**config.mk**
```make
export PLATFORM = sky130hd
export DESIGN_NAME = owm_irq_unit
export DESIGN_NICKNAME = d
export VERILOG_FILES = /design/src/rtl/owm_irq_pkg.sv /design/src/rtl/owm_flag_bank.sv /design/src/rtl/owm_enable_reg.sv /design/src/rtl/owm_irq_drive.sv /design/src/rtl/owm_irq_unit.sv
export SDC_FILE = /design/constraint.sdc
export NUM_CORES = 1
export LEC_CHECK = 0
export ABC_CLOCK_PERIOD_IN_PS = 1200
export BUFFER_PORTS_ARGS = -buffer_cell sky130_fd_sc_hd__buf_4
export CAP_MARGIN = 20
export CORE_ASPECT_RATIO = 0.9
export CORE_UTILIZATION = 51
export DETAILED_ROUTE_END_ITERATION = 6
export HOLD_SLACK_MARGIN = 0.06
export MAX_ROUTING_LAYER = met4
export PLACE_DENSITY = 0.85
export REMOVE_ABC_BUFFERS = 1
export SYNTH_ARGS = -nofsm -noshare
export SYNTH_HDL_FRONTEND = slang
export SYNTH_HIERARCHICAL = 1
export SYNTH_SLANG_ARGS = --single-unit
```
**constraint.sdc**
```tcl
create_clock -name clk -period 1.2 [get_ports clk]
set_input_delay 0.06 -clock clk [delete_from_list [all_inputs] [get_ports clk]]
set_output_delay 0.06 -clock clk [all_outputs]
set_load 0.01 [all_outputs]
```
**src/rtl/owm_irq_pkg.sv**
```systemverilog
package owm_irq_pkg;
  localparam int REG_W = 8;
  // flag register bit positions
  localparam int FB_PD   = 0;
  localparam int FB_PDR  = 1;
  localparam int FB_RBF  = 2;
  localparam int FB_TSRE = 3;
  localparam int FB_RSRF = 5;
  // enable register bit positions
  localparam int EB_POL  = 4;
  localparam int EB_DRV  = 6;
  localparam logic [REG_W-1:0] SRC_MASK = 8'h2D;
  localparam logic [REG_W-1:0] EN_MASK  = 8'h7D;
endpackage

```
**src/rtl/owm_flag_bank.sv**
```systemverilog
module owm_flag_bank
  import owm_irq_pkg::*;
(
  input  logic             clk,
  input  logic             rst_n,
  input  logic             pd_done,
  input  logic             pd_noslave,
  input  logic             rx_buf_full,
  input  logic             rx_sh_full,
  input  logic             tx_sh_empty,
  input  logic             clr_flag_rd,
  input  logic             clr_data_rd,
  output logic [REG_W-1:0] flags_q,
  output logic [REG_W-1:0] flags_d
);
  always_comb begin
    flags_d          = '0;
    flags_d[FB_PD]   = pd_done | (flags_q[FB_PD] & ~clr_flag_rd);
    flags_d[FB_PDR]  = pd_done ? pd_noslave : flags_q[FB_PDR];
    flags_d[FB_RBF]  = rx_buf_full | (flags_q[FB_RBF] & ~clr_data_rd);
    flags_d[FB_TSRE] = tx_sh_empty;
    flags_d[FB_RSRF] = rx_sh_full | (flags_q[FB_RSRF] & ~clr_flag_rd);
  end

  always_ff @(posedge clk or negedge rst_n) begin
    if (!rst_n) flags_q <= '0;
    else        flags_q <= flags_d;
  end

  assert_pd_set_R3: assert property (@(posedge clk) disable iff (!rst_n)
    pd_done |=> flags_q[FB_PD] && flags_q[FB_PDR] == $past(pd_noslave));
  assert_clear_R4: assert property (@(posedge clk) disable iff (!rst_n)
    clr_flag_rd && !pd_done && !rx_sh_full |=> !flags_q[FB_PD] && !flags_q[FB_RSRF]);
  assert_rbf_clear_R5: assert property (@(posedge clk) disable iff (!rst_n)
    clr_data_rd && !rx_buf_full |=> !flags_q[FB_RBF]);
  assert_rbf_keep_R5: assert property (@(posedge clk) disable iff (!rst_n)
    flags_q[FB_RBF] && !clr_data_rd |=> flags_q[FB_RBF]);
  assert_event_wins_R7: assert property (@(posedge clk) disable iff (!rst_n)
    rx_sh_full && clr_flag_rd |=> flags_q[FB_RSRF]);
  assert_tsre_follow_R6: assert property (@(posedge clk) disable iff (!rst_n)
    $rose(tx_sh_empty) |=> flags_q[FB_TSRE]);
endmodule

```
**src/rtl/owm_enable_reg.sv**
```systemverilog
module owm_enable_reg
  import owm_irq_pkg::*;
(
  input  logic             clk,
  input  logic             rst_n,
  input  logic             wr_stb,
  input  logic [REG_W-1:0] wdata,
  output logic [REG_W-1:0] en_q,
  output logic [REG_W-1:0] en_d
);
  assign en_d = wr_stb ? (wdata & EN_MASK) : en_q;

  always_ff @(posedge clk or negedge rst_n) begin
    if (!rst_n) en_q <= '0;
    else        en_q <= en_d;
  end

  assert_en_hold_R12: assert property (@(posedge clk) disable iff (!rst_n)
    !wr_stb |=> $stable(en_q));
  assert_en_load_R2: assert property (@(posedge clk) disable iff (!rst_n)
    wr_stb |=> en_q[EB_POL] == $past(wdata[EB_POL]));
endmodule

```
**src/rtl/owm_irq_drive.sv**
```systemverilog
module owm_irq_drive
  import owm_irq_pkg::*;
(
  input  logic             clk,
  input  logic             rst_n,
  input  logic [REG_W-1:0] flags_q,
  input  logic [REG_W-1:0] flags_d,
  input  logic [REG_W-1:0] en_q,
  input  logic [REG_W-1:0] en_d,
  input  logic             flag_rd,
  output logic             irq_line
);
  logic [REG_W-1:0] req_q, req_d, rise;
  logic             pend_q, pend_d, armed_any;

  assign req_q     = flags_q & en_q & SRC_MASK;
  assign req_d     = flags_d & en_d & SRC_MASK;
  assign rise      = req_d & ~req_q;
  assign pend_d    = (pend_q & ~flag_rd) | (|rise);
  assign armed_any = |req_q;

  always_ff @(posedge clk or negedge rst_n) begin
    if (!rst_n) pend_q <= 1'b0;
    else        pend_q <= pend_d;
  end

  // active level chosen by polarity bit
  assign irq_line = en_q[EB_POL] ? (pend_q & armed_any) : ~(pend_q & armed_any);

  assert_idle_noen_R10: assert property (@(posedge clk) disable iff (!rst_n)
    (en_q & SRC_MASK) == '0 |-> irq_line == !en_q[EB_POL]);
  assert_rise_R8: assert property (@(posedge clk) disable iff (!rst_n)
    |rise |=> irq_line == en_q[EB_POL]);
  assert_release_R9: assert property (@(posedge clk) disable iff (!rst_n)
    flag_rd && !(|rise) |=> irq_line == !en_q[EB_POL]);
endmodule

```
**src/rtl/owm_irq_unit.sv**
```systemverilog
module owm_irq_unit
  import owm_irq_pkg::*;
#(
  parameter int ADDR_W   = 3,
  parameter int DATA_OFS = 1,
  parameter int FLAG_OFS = 2,
  parameter int ENAB_OFS = 3
) (
  input  logic              clk,
  input  logic              rst_n,
  input  logic [ADDR_W-1:0] bus_addr,
  input  logic              bus_rd,
  input  logic              bus_wr,
  input  logic [REG_W-1:0]  bus_wdata,
  output logic [REG_W-1:0]  bus_rdata,
  input  logic              ev_presence_done,
  input  logic              ev_no_slave,
  input  logic              ev_rx_buf_full,
  input  logic              ev_rx_shift_full,
  input  logic              st_tx_shift_empty,
  output logic              irq_line
);
  localparam logic [ADDR_W-1:0] A_DATA = ADDR_W'(DATA_OFS);
  localparam logic [ADDR_W-1:0] A_FLAG = ADDR_W'(FLAG_OFS);
  localparam logic [ADDR_W-1:0] A_ENAB = ADDR_W'(ENAB_OFS);

  logic             flag_rd, data_rd, en_wr;
  logic [REG_W-1:0] flags_q, flags_d, en_q, en_d, rd_mux;

  assign flag_rd = bus_rd & (bus_addr == A_FLAG);
  assign data_rd = bus_rd & (bus_addr == A_DATA);
  assign en_wr   = bus_wr & (bus_addr == A_ENAB);

  owm_flag_bank u_flags (
    .clk(clk), .rst_n(rst_n),
    .pd_done(ev_presence_done), .pd_noslave(ev_no_slave),
    .rx_buf_full(ev_rx_buf_full), .rx_sh_full(ev_rx_shift_full),
    .tx_sh_empty(st_tx_shift_empty),
    .clr_flag_rd(flag_rd), .clr_data_rd(data_rd),
    .flags_q(flags_q), .flags_d(flags_d)
  );

  owm_enable_reg u_enab (
    .clk(clk), .rst_n(rst_n), .wr_stb(en_wr), .wdata(bus_wdata),
    .en_q(en_q), .en_d(en_d)
  );

  owm_irq_drive u_drive (
    .clk(clk), .rst_n(rst_n), .flags_q(flags_q), .flags_d(flags_d),
    .en_q(en_q), .en_d(en_d), .flag_rd(flag_rd), .irq_line(irq_line)
  );

  always_comb begin
    if (bus_addr == A_FLAG)      rd_mux = flags_q;
    else if (bus_addr == A_ENAB) rd_mux = en_q;
    else                         rd_mux = '0;
  end

  always_ff @(posedge clk or negedge rst_n) begin
    if (!rst_n)      bus_rdata <= '0;
    else if (bus_rd) bus_rdata <= rd_mux;
  end

  assert_no_collide_R12: assert property (@(posedge clk) disable iff (!rst_n)
    !(bus_rd && bus_wr));
  assert_rd_other_R12: assert property (@(posedge clk) disable iff (!rst_n)
    bus_rd && bus_addr != A_FLAG && bus_addr != A_ENAB |=> bus_rdata == '0);
endmodule

```
Word-level counts from Yosys, hierarchy flattened
Cells that the tools add are included.

Equal/unequal tests: 3. Muxes and demuxes: 5. Bitwise operators: 19. Reduce and logical (&&, ||, !) cells: 2.

Operators by type and width (count): 2-to-1 mux 8 bit (3); AND 6 bit (2); AND 1 bit (8); AND 6 x 8 -> 8 bit (1); NOT 6 -> 8 bit (1); OR reduction 8 bit (1); == test 3 x 2 -> 1 bit (second input constant) (2); bitwise OR 1 bit (4); OR reduction 4 bit (1); == test 3 x 1 -> 1 bit (second input constant) (1); NOT 1 bit (3); 2-to-1 mux 1 bit (2).

Bits in registers: 22. Bits of input ports: 20. Output and inout bits: 9. Word-level logic and storage cells: 33.

Logic depth before layout (Yosys ltp)
Gate-level depths: netlist of the first run.

Depth after elaboration: 9. Mapped depth: 7. Gate-level depth less buffers: 6.

Modules after synthesis
The synthesis of the first run kept the hierarchy.

Modules (own cells, without submodules): owm_irq_unit (times used 1, cells each 38, area each 425.4 um^2, seq. area each 200.2 um^2); owm_enable_reg (times used 1, cells each 17, area each 319.1 um^2, seq. area each 200.2 um^2); owm_flag_bank (times used 1, cells each 19, area each 227.7 um^2, seq. area each 125.1 um^2); owm_irq_drive (times used 1, cells each 14, area each 96.3 um^2, seq. area each 25.0 um^2).

Least setup slack after synthesis of the first run
Ideal clock, no wire load.

Kind: input to register. Start point: in bus_addr[0]. End point: reg u_drive.pend_q. Library setup time: 0.133 ns. Arrival time: 1.074 ns. Required time: 1.067 ns. Slack: -0.007 ns. Stages: 6. Buffers on the path: 2. Cell sequence: buf_6 -> and4b_1 -> buf_6 -> mux2_4 -> a32oi_1 -> nand4_1.

Elaborated cells between the ends (all ways): 20. Classes of those cells: eq/ne (3); mux (1); bitwise (15); reduce/logical (1).

RTL lines: from (decl) (line owm_irq_unit.sv:11) `input logic [ADDR_W-1:0] bus_addr,`; == test 3 x 2 -> 1 bit (line owm_irq_unit.sv:32) `assign en_wr = bus_wr & (bus_addr == A_ENAB);`; AND 1 bit (line owm_irq_unit.sv:32); net en_wr (line owm_irq_unit.sv:27) `logic flag_rd, data_rd, en_wr;`; 2-to-1 mux 8 bit (line owm_enable_reg.sv:11) `assign en_d = wr_stb ? (wdata & EN_MASK) : en_q;`; net en_d[0] (line owm_irq_unit.sv:28) `logic [REG_W-1:0] flags_q, flags_d, en_q, en_d, rd_mux;`; AND 6 bit (line owm_irq_drive.sv:17) `assign req_d = flags_d & en_d & SRC_MASK;`; AND 6 x 8 -> 8 bit (line owm_irq_drive.sv:18) `assign rise = req_d & ~req_q;`; OR reduction 8 bit (line owm_irq_drive.sv:19) `assign pend_d = (pend_q & ~flag_rd) | (|rise);`; bitwise OR 1 bit (line owm_irq_drive.sv:19); net u_drive.pend_d (line owm_irq_drive.sv:14) `logic pend_q, pend_d, armed_any;`; to (signal assigned) (line owm_irq_drive.sv:24) `else pend_q <= pend_d;`; to (decl) (line owm_irq_drive.sv:14).

The timed path passes the listed nets, and every way through them passes these cells. A chain may end at the register's enable or synchronous reset.

Worst setup path after layout of the first run
Start point: reg u_enab.en_q[0]. End point: out irq_line.

Cells in the longest elaborated chain, start to end: 5.

RTL lines: from (decl) (line owm_enable_reg.sv:8) `output logic [REG_W-1:0] en_q,`; from (signal assigned) (line owm_enable_reg.sv:15) `else en_q <= en_d;`; AND 6 bit * (line owm_irq_drive.sv:16) `assign req_q = flags_q & en_q & SRC_MASK;`; OR reduction 4 bit * (line owm_irq_drive.sv:20) `assign armed_any = |req_q;`; AND 1 bit * (line owm_irq_drive.sv:28) `assign irq_line = en_q[EB_POL] ? (pend_q & armed_any) : ~(pend_q & armed_any);`; NOT 1 bit (line owm_irq_drive.sv:28); 2-to-1 mux 1 bit * (line owm_irq_drive.sv:28); to (decl) (line owm_irq_unit.sv:21) `output logic irq_line`.

Every way passes the cells marked *; elsewhere a longest branch is shown, timed or not.

==> run metrics, run 1 <==
crit path launch type=flop; Worst-Skew Late Latency=310 ps; kind of critical path=flop to output port; FF-to-FF setup slack=-70 ps; layout cells sized above 1=0.442; met3 routed WL=99 um; post-route minimum period=1380 ps; Crit. End Element=output port; Max IR drop VDD=1.19 mV; capturing point of the worst reg2reg path=u_drive/pend_q$_DFF_PN0_; Avg WL per Cell=15.2 um; critical path's largest stage delay=410 ps; antenna viol nets, final=0; num rows=15; PortBufs=26; Min Hold Slack=119 ps; die height=45.0 um; Crit path max-delay family=flip-flops; Syn Inst Count=85; DR iter-0 viols=7; TritonCTS sink count=22; final worst slack=-181 ps; status=complete, but fails checks; initial core utilization=0.546; final wirelength=2.49 mm; Clock Tree Buf Depth=2; syn_area_per_cell=12.3 sq um; Num CTS Buffers=3; CTS tree=built; io pins=29; Power Density=1260 nW/um^2; most frequent cells in the layout=buf_4, dfrtp_1, inv_1, dlygate4sd3_1; setup TNS=-253 ps; Worst path depth=4; core box area=1910 sq um; Top Layer Used=met4; worst path cell trace=nand2_1 -> a41o_1 -> xor2_1 -> buf_4; Reg2Reg Depth=5; commonest non-fill, non-tap cell in the layout=buf_4; fillers=120; Die Width=49.7 um; Critical-path top delay cell=dfrtp_1; area of placed instances=1280 sq um; Worst Skew=3.05 ps; fin crit share=1.15; post-route cell area=1520 sq um; H-tree depth=1; fin. max-slew vios=0; root buffer cell=clkbuf_4; initial antenna violation count=0; YS warnings=6; vias in the first global route=877; max_cap viols=0; Total Die Area=2240 sq um; synthesized area=1050 sq um; DRC=0; total grt overflow=0; final hold vios=0; worst flop-to-flop path startpoint=u_flags/flags_q[0]$_DFF_PN0_; RePlAce Congestion=0.781; Total GRT Usage=0.259; met2 wire length=1.27 mm; worst path arrival time=1320 ps; detailed-route via count=799; leakage=0.775 nW; # diodes=0; final setup violating endpoints=2; Setup crit end=irq_line; violated checks=negative setup slack; Hold Path Class=primary input to flop; first-pass GRT wire length=4.02 mm; pre-CTS WS=-75.5 ps; wl on met1=1.06 mm; critical path startpoint=u_enab/en_q[0]$_DFF_PN0_; CP Max Fanout=2; drt pass-1 iters=3; DP HPWL=1.56 mm; WP buf/inv=1; RSZ-0062 raised after global routing=true; Max Clock Freq=0.724 GHz; largest net degree at the start of global routing=23; CP required=1140 ps; Vias/cell=4.90; Nets=159; Clock transition at path regs=120 ps; Layout Area Growth over Synthesis=45.3%
-- worst min-delay path by stage --
stage / cells after the start / startpoint / endpoint
3_3_place_gp: 1 / rst_n / u_enab/en_q[6]$_DFF_PN0_
3_5_place_dp: 1 / rst_n / u_enab/en_q[1]$_DFF_PN0_
5_1_grt: 3 / bus_rd / bus_rdata[4]$_DFFE_PN0P_
2_1_floorplan: 0 / rst_n / bus_rdata[0]$_DFFE_PN0P_
4_1_cts: 5 / bus_addr[0] / u_drive/pend_q$_DFF_PN0_
6_report: 5 / bus_addr[0] / u_drive/pend_q$_DFF_PN0_
-- sequential cells by signal (all words and copies together), names as in the netlist --
register / flops
bus_rdata: 8
u_enab/en_q: 8
u_flags/flags_q: 5
u_drive/pend_q: 1
-- worst min-delay path: stages --
cell,delay (ps)
buf_4,100
nor2_1,60
inv_1,50
a32oi_1,50
nand4_1,90
-- power breakdown --
group          leakage [nW]  internal (W)  switching [W]
logic                 0.479      0.000293       0.000195
registers             0.268      0.000815      0.0000535
clock network        0.0279      0.000338       0.000225
total                 0.775       0.00145       0.000473
-- cell type report --
| cell class | instances | area (sq um) | area share |
|---|---|---|---|
| well taps | 25 | 31.3 | 0.0206 |
| repair buffers | 54 | 435 | 0.286 |
| clock inverters | 1 | 30.0 | 0.0198 |
| inverters | 12 | 45.0 | 0.0296 |
| clock buffers | 3 | 22.5 | 0.0148 |
| multi-input cells | 46 | 405 | 0.267 |
| flip-flops and latches | 22 | 551 | 0.362 |
-- what timing repair did --
item	4_1_cts	5_1_grt
endpoints found under the hold margin	34	0
setup buffers	6	2
hold buffers	12	0
gates resized for setup	0	3
endpoints found under the setup margin	1	2
pin swaps	3	0
-- metal layers --
metal	vias to the layer above	track usage
met1	373	0.279
met4	0	0.0857
met3	7	0.0572
li1	393	-
met5	-	-
met2	26	0.478
-- stage by stage --
step,instances,power (W),util
final,163,0.00192,0.794
after detailed placement,139,0.00126,0.669
after CTS,161,0.00190,0.782
after global routing,163,0.00202,0.794
after floorplan,80,0.00107,-
after global placement,139,0.00124,0.669
Note: power is estimated with default switching activity, not from simulation.
==> run 2: changes to the inputs <==
--- a/config.mk
+++ b/config.mk
@@ -13,7 +13,7 @@
 export DETAILED_ROUTE_END_ITERATION = 6
 export HOLD_SLACK_MARGIN = 0.06
 export MAX_ROUTING_LAYER = met4
-export PLACE_DENSITY = 0.85
+export PLACE_DENSITY = 0.78
 export REMOVE_ABC_BUFFERS = 1
 export SYNTH_ARGS = -nofsm -noshare
 export SYNTH_HDL_FRONTEND = slang
==> run metrics, run 2 (synthesis results as in run 1) <==
violated checks=negative setup slack; io pins=29 (unchanged); vias in the first global route=867 (-1.1%); Num CTS Buffers=3 (unchanged); most frequent cells in the layout=buf_4, dfrtp_1, inv_1, dlygate4sd3_1; worst flop-to-flop path startpoint=u_enab/en_q[0]$_DFF_PN0_; area of placed instances=1290 sq um (+0.59%); Nets=162 (+1.9%); Cell Int Power=0.00145 W (+0.28%); DR iter-0 viols=11 (+4); commonest non-fill, non-tap cell in the layout=buf_4; Max Clock Freq=0.710 GHz (-2.0%); root buffer cell=clkbuf_4; Hold Crit Start=bus_rd; TritonCTS sink count=22 (unchanged); Sw Share=0.249 (+0.00197); CTS tree=built; Vias/cell=4.98 (+1.6%); crit path launch type=flop; capturing point of the worst reg2reg path=u_drive/pend_q$_DFF_PN0_; Avg WL per Cell=14.6 um (-4.1%); detailed-route via count=827 (+3.5%); setup TNS=-236 ps (+16.4 ps); fin crit share=1.17 (+0.0234); kind of critical path=flop to output port; Final Util=0.810 (+0.0157); Min Hold Slack=141 ps (+22.0 ps); Die Width=49.7 um (unchanged); num rows=15 (unchanged); Hold Crit Depth=3 (-2); Hold Path Class=primary input to flop; die height=45.0 um (unchanged); RePlAce Congestion=0.741 (-5.2%); max_cap viols=0 (unchanged); Clk pwr share=0.294 (about the same); final hold vios=0 (unchanged); RSZ-0062 raised after global routing=true; DP HPWL=1.47 mm (-5.7%); worst path arrival time=1350 ps (+30 ps); Reg2Reg Depth=4 (-1); DRC=0 (unchanged); Clock Tree Buf Depth=2 (unchanged); Worst-Skew Late Latency=300 ps (about the same); Crit. End Element=output port; final wirelength=2.43 mm (-2.4%); antenna viol nets, final=0 (unchanged); total grt overflow=0 (unchanged); initial antenna violation count=0 (unchanged); final worst slack=-209 ps (-28.1 ps); Layout Area Growth over Synthesis=48.2%; fin. max-slew vios=0 (unchanged); drt pass-1 iters=4 (+1); CP Max Fanout=2 (unchanged); PortBufs=26 (unchanged); CP required=1140 ps (about the same); largest net degree at the start of global routing=23 (unchanged); top flop regs=bus_rdata (8), u_enab/en_q (8), u_flags/flags_q (5); critical path startpoint=u_enab/en_q[3]$_DFF_PN0_; core box area=1910 sq um (unchanged); Power Density=1240 nW/um^2 (-1.4%); layout cells sized above 1=0.461 (+0.0190); worst hold endpoint=bus_rdata[7]$_DFFE_PN0P_; post-route minimum period=1410 ps (+28.1 ps); # diodes=0 (unchanged); leakage=0.789 nW (+1.8%); status=complete, but fails checks; FF-to-FF setup slack=-30 ps (+40 ps); H-tree depth=1 (unchanged); Total Die Area=2240 sq um (unchanged); Max IR drop VDD=0.894 mV (-25%); switching pwr=0.000480 W (+1.4%); post-route cell area=1550 sq um (+2.0%); Clock transition at path regs=130 ps (about the same); power share of the combinational group=0.257 (+0.003); first-pass GRT wire length=3.83 mm (-4.8%); initial core utilization=0.546 (unchanged); Total GRT Usage=0.241 (-0.0183); Seq pwr share=0.450 (-0.002); Worst Skew=2.66 ps (-0.388 ps); final setup violating endpoints=2 (unchanged)
==> run 2: cell count changes in the layout (fill, tap and decap cells not counted) <==
cell / change
a32oi_2: +1
buf_4: +3
a32oi_1: -1
==> run 2: what timing repair did <==
item | CTS | global route
endpoints found under the hold margin | 34 | 0
setup endpoints to repair | 1 | 2
gates resized for setup | 0 | 4
pin swaps | 1 | 3
hold buffers | 12 | 0
buffers inserted | 6 | 5
==> run 2: power groups by stage <==
stage	combinational [W]	sequential, W	clock, W
after detailed placement	0.000369	0.000885	0
after global placement	0.000364	0.000878	0
final	0.000496	0.000867	0.000566
after floorplan	0.000194	0.000878	0
after CTS	0.000450	0.000860	0.000576
after global routing	0.000537	0.000877	0.000605
==> run 2: critical path: stages (launching register included) <==
cell,delay (ps)
dfrtp_1,390
nand2_1,80
a41o_1,260
xor2_1,170
buf_4,150
==> run 2: cell type report <==
cell class | instances | area, sq um
sequential | 22 | 551
timing repair buffer | 57 | 458
multi-input combinational | 46 | 413
fill | 122 | 364
inverter | 12 | 45.0
tap | 25 | 31.3
clock inverter | 1 | 30.0
clock buffer | 3 | 22.5
==> run 2: how the worst max path moves through the flow <==
| stage | end | depth (start not counted) | slack (ps) |
|---|---|---|---|
| 3_5_place_dp | u_drive/pend_q$_DFF_PN0_ | 6 | -50 |
| 6_report | irq_line | 4 | -210 |
| 3_3_place_gp | u_drive/pend_q$_DFF_PN0_ | 6 | -40 |
| 2_1_floorplan | u_drive/pend_q$_DFF_PN0_ | 4 | -30 |
| 4_1_cts | irq_line | 4 | -160 |
| 5_1_grt | irq_line | 4 | -300 |
==> run 2: layer usage <==
metal | part of all wire | GRT usage | routed length (um) | vias up
met4 | 0 | 0.0514 | 0 | 0
met3 | 0.038 | 0.0505 | 91 | 0
li1 | - | - | - | 399
met2 | 0.53 | 0.441 | 1290 | 22
met1 | 0.43 | 0.276 | 1040 | 406
met5 | 0 | - | 0 | -
==> run 2: through the flow <==
stage	total power (W)	setup WS, ps	instances
after floorplan	0.00107	-28.8	80
after global placement	0.00124	-42.2	140
after detailed placement	0.00125	-51.8	140
after CTS	0.00189	-162	162
after global routing	0.00202	-295	166
final	0.00193	-209	166
==> run 3: changes to the inputs <==
--- a/config.mk
+++ b/config.mk
@@ -15,6 +15,7 @@
 export MAX_ROUTING_LAYER = met4
 export PLACE_DENSITY = 0.78
 export REMOVE_ABC_BUFFERS = 1
+export SETUP_SLACK_MARGIN = 0.5
 export SYNTH_ARGS = -nofsm -noshare
 export SYNTH_HDL_FRONTEND = slang
 export SYNTH_HIERARCHICAL = 1
==> run metrics, run 3 (synthesis results as in run 1) <==
Total Die Area=2240 sq um (unchanged); DRC=0 (unchanged); TritonCTS sink count=22 (unchanged); Crit. End Element=output port; worst hold endpoint=u_flags/flags_q[2]$_DFF_PN0_; final std cells w/o fill=167 (+0.60%); violated checks=negative hold slack, negative setup slack; Max IR drop VDD=0.906 mV (+1.3%); CTS tree=built; # diodes=0 (unchanged); crit path launch type=flop; Hold Path Class=primary input to flop; H-tree depth=1 (unchanged); fin crit share=1.15 (-0.0225); post-route minimum period=1380 ps (-27.1 ps); Total GRT Usage=0.236 (-0.00539); CP Max Fanout=2 (unchanged); Worst Skew=9.44 ps (+6.78 ps); Worst-Skew Late Latency=310 ps (about the same); layout cells sized above 1=0.535 (+0.0742); max_cap viols=0 (unchanged); Die Width=49.7 um (unchanged); Clock Tree Buf Depth=2 (unchanged); num rows=15 (unchanged); final hold vios=9 (+9); area of placed instances=1290 sq um (unchanged); capturing point of the worst reg2reg path=u_drive/pend_q$_DFF_PN0_; post-route cell area=1600 sq um (+3.0%); Max Clock Freq=0.724 GHz (+2.0%); status=complete, but fails checks; final wirelength=2.37 mm (-2.1%); Nets=163 (+0.62%); Hold Crit Start=ev_rx_buf_full; dpl cells=140 (unchanged); final worst slack=-182 ps (+27.1 ps); Num CTS Buffers=3 (unchanged); area of the multi-input gates=405 sq um (-1.8%); total grt overflow=0 (unchanged); FF+latch area=551 sq um (unchanged); final setup violating endpoints=2 (unchanged); die height=45.0 um (unchanged); most frequent cells in the layout=buf_4, dfrtp_1, buf_6, inv_1, mux2i_1; root buffer cell=clkbuf_4; hold_buf cts=2 (-10); FF-to-FF setup slack=-130 ps (-100 ps); fillers=109 (-11%); commonest non-fill, non-tap cell in the layout=buf_4; core box area=1910 sq um (unchanged); Reg2Reg Depth=5 (+1); setup TNS=-310 ps (-73.7 ps); Min Hold Slack=-40.0 ps (-181 ps); kind of critical path=flop to output port; Power Density=1250 nW/um^2 (+0.55%); worst flop-to-flop path startpoint=u_enab/en_q[0]$_DFF_PN0_; largest net degree at the start of global routing=23 (unchanged); vias in the first global route=848 (-2.2%); worst path arrival time=1320 ps (-30 ps); io pins=29 (unchanged); initial antenna violation count=0 (unchanged); PortBufs=26 (unchanged); leakage=0.823 nW (+4.3%); Avg WL per Cell=14.2 um (-2.7%); Vias/cell=4.93 (-1.1%); Layout Area Growth over Synthesis=52.6%; DP HPWL=1.47 mm (unchanged); drt pass-1 iters=4 (unchanged); RSZ-0062 raised after global routing=true; antenna viol nets, final=0 (unchanged); fin. max-slew vios=0 (unchanged); CP required=1140 ps (about the same); Clock transition at path regs=130 ps (about the same); Hold Crit Depth=2 (-1); top flop regs=bus_rdata (8), u_enab/en_q (8), u_flags/flags_q (5); RePlAce Congestion=0.741 (unchanged); initial core utilization=0.546 (unchanged); first-pass GRT wire length=3.73 mm (-2.5%); DR iter-0 viols=7 (-4); detailed-route via count=823 (-0.48%)
run 3: worst max-delay path by stage:
stage | start | slack, ps | cells past startpoint | endpoint
after global routing | u_flags/flags_q[0]$_DFF_PN0_ | -270 | 4 | irq_line
after global placement | bus_addr[2] | -40 | 6 | u_drive/pend_q$_DFF_PN0_
after detailed placement | bus_addr[2] | -50 | 6 | u_drive/pend_q$_DFF_PN0_
after floorplan | bus_addr[2] | -30 | 4 | u_drive/pend_q$_DFF_PN0_
final | u_flags/flags_q[0]$_DFF_PN0_ | -180 | 4 | irq_line
after CTS | u_flags/flags_q[0]$_DFF_PN0_ | -160 | 4 | irq_line
run 3: layer usage:
| layer | GRT usage | share of wire | vias up |
|---|---|---|---|
| met4 | 0.0686 | 0.011 | 0 |
| met5 | - | 0 | - |
| met1 | 0.274 | 0.43 | 394 |
| li1 | - | - | 401 |
| met3 | 0.0505 | 0.037 | 5 |
| met2 | 0.416 | 0.52 | 23 |
run 3: layout make-up:
type                       count  area share
clock buffer                   3      0.0141
sequential                    22       0.345
inverter                      12      0.0282
tap                           25      0.0196
multi-input combinational     46       0.254
timing repair buffer          58       0.321
clock inverter                 1      0.0188
run 3: worst max-delay path, cell delays in order, from the launching register on:
cell and delay (ps):
dfrtp_1 400, nand2_1 90, a41o_1 260, xor2_1 140, buf_4 140
run 3: stage by stage:
step	hold WS [ps]	setup slack, ps	utilization	power (W)
floorplan	-236	-28.8	-	0.00107
global placement	-41.2	-42.2	0.673	0.00124
detailed placement	-33.6	-51.8	0.673	0.00125
CTS	-52.6	-162	0.786	0.00192
global route	-51.0	-267	0.834	0.00209
finish	-40.0	-182	0.834	0.00200
run 3: where the power goes:
part	total, W	switching [W]	internal, W
Clock	0.000567	0.000230	0.000337
Combinational	0.000564	0.000202	0.000363
Sequential	0.000867	0.0000520	0.000815
run 3: repair_timing:
action / in CTS / in global routing
hold endpoints to repair: 34 / 10
setup endpoints to repair: 27 / 30
pin swaps: 3 / 3
resized for setup: 16 / 7
setup buffers: 12 / 9
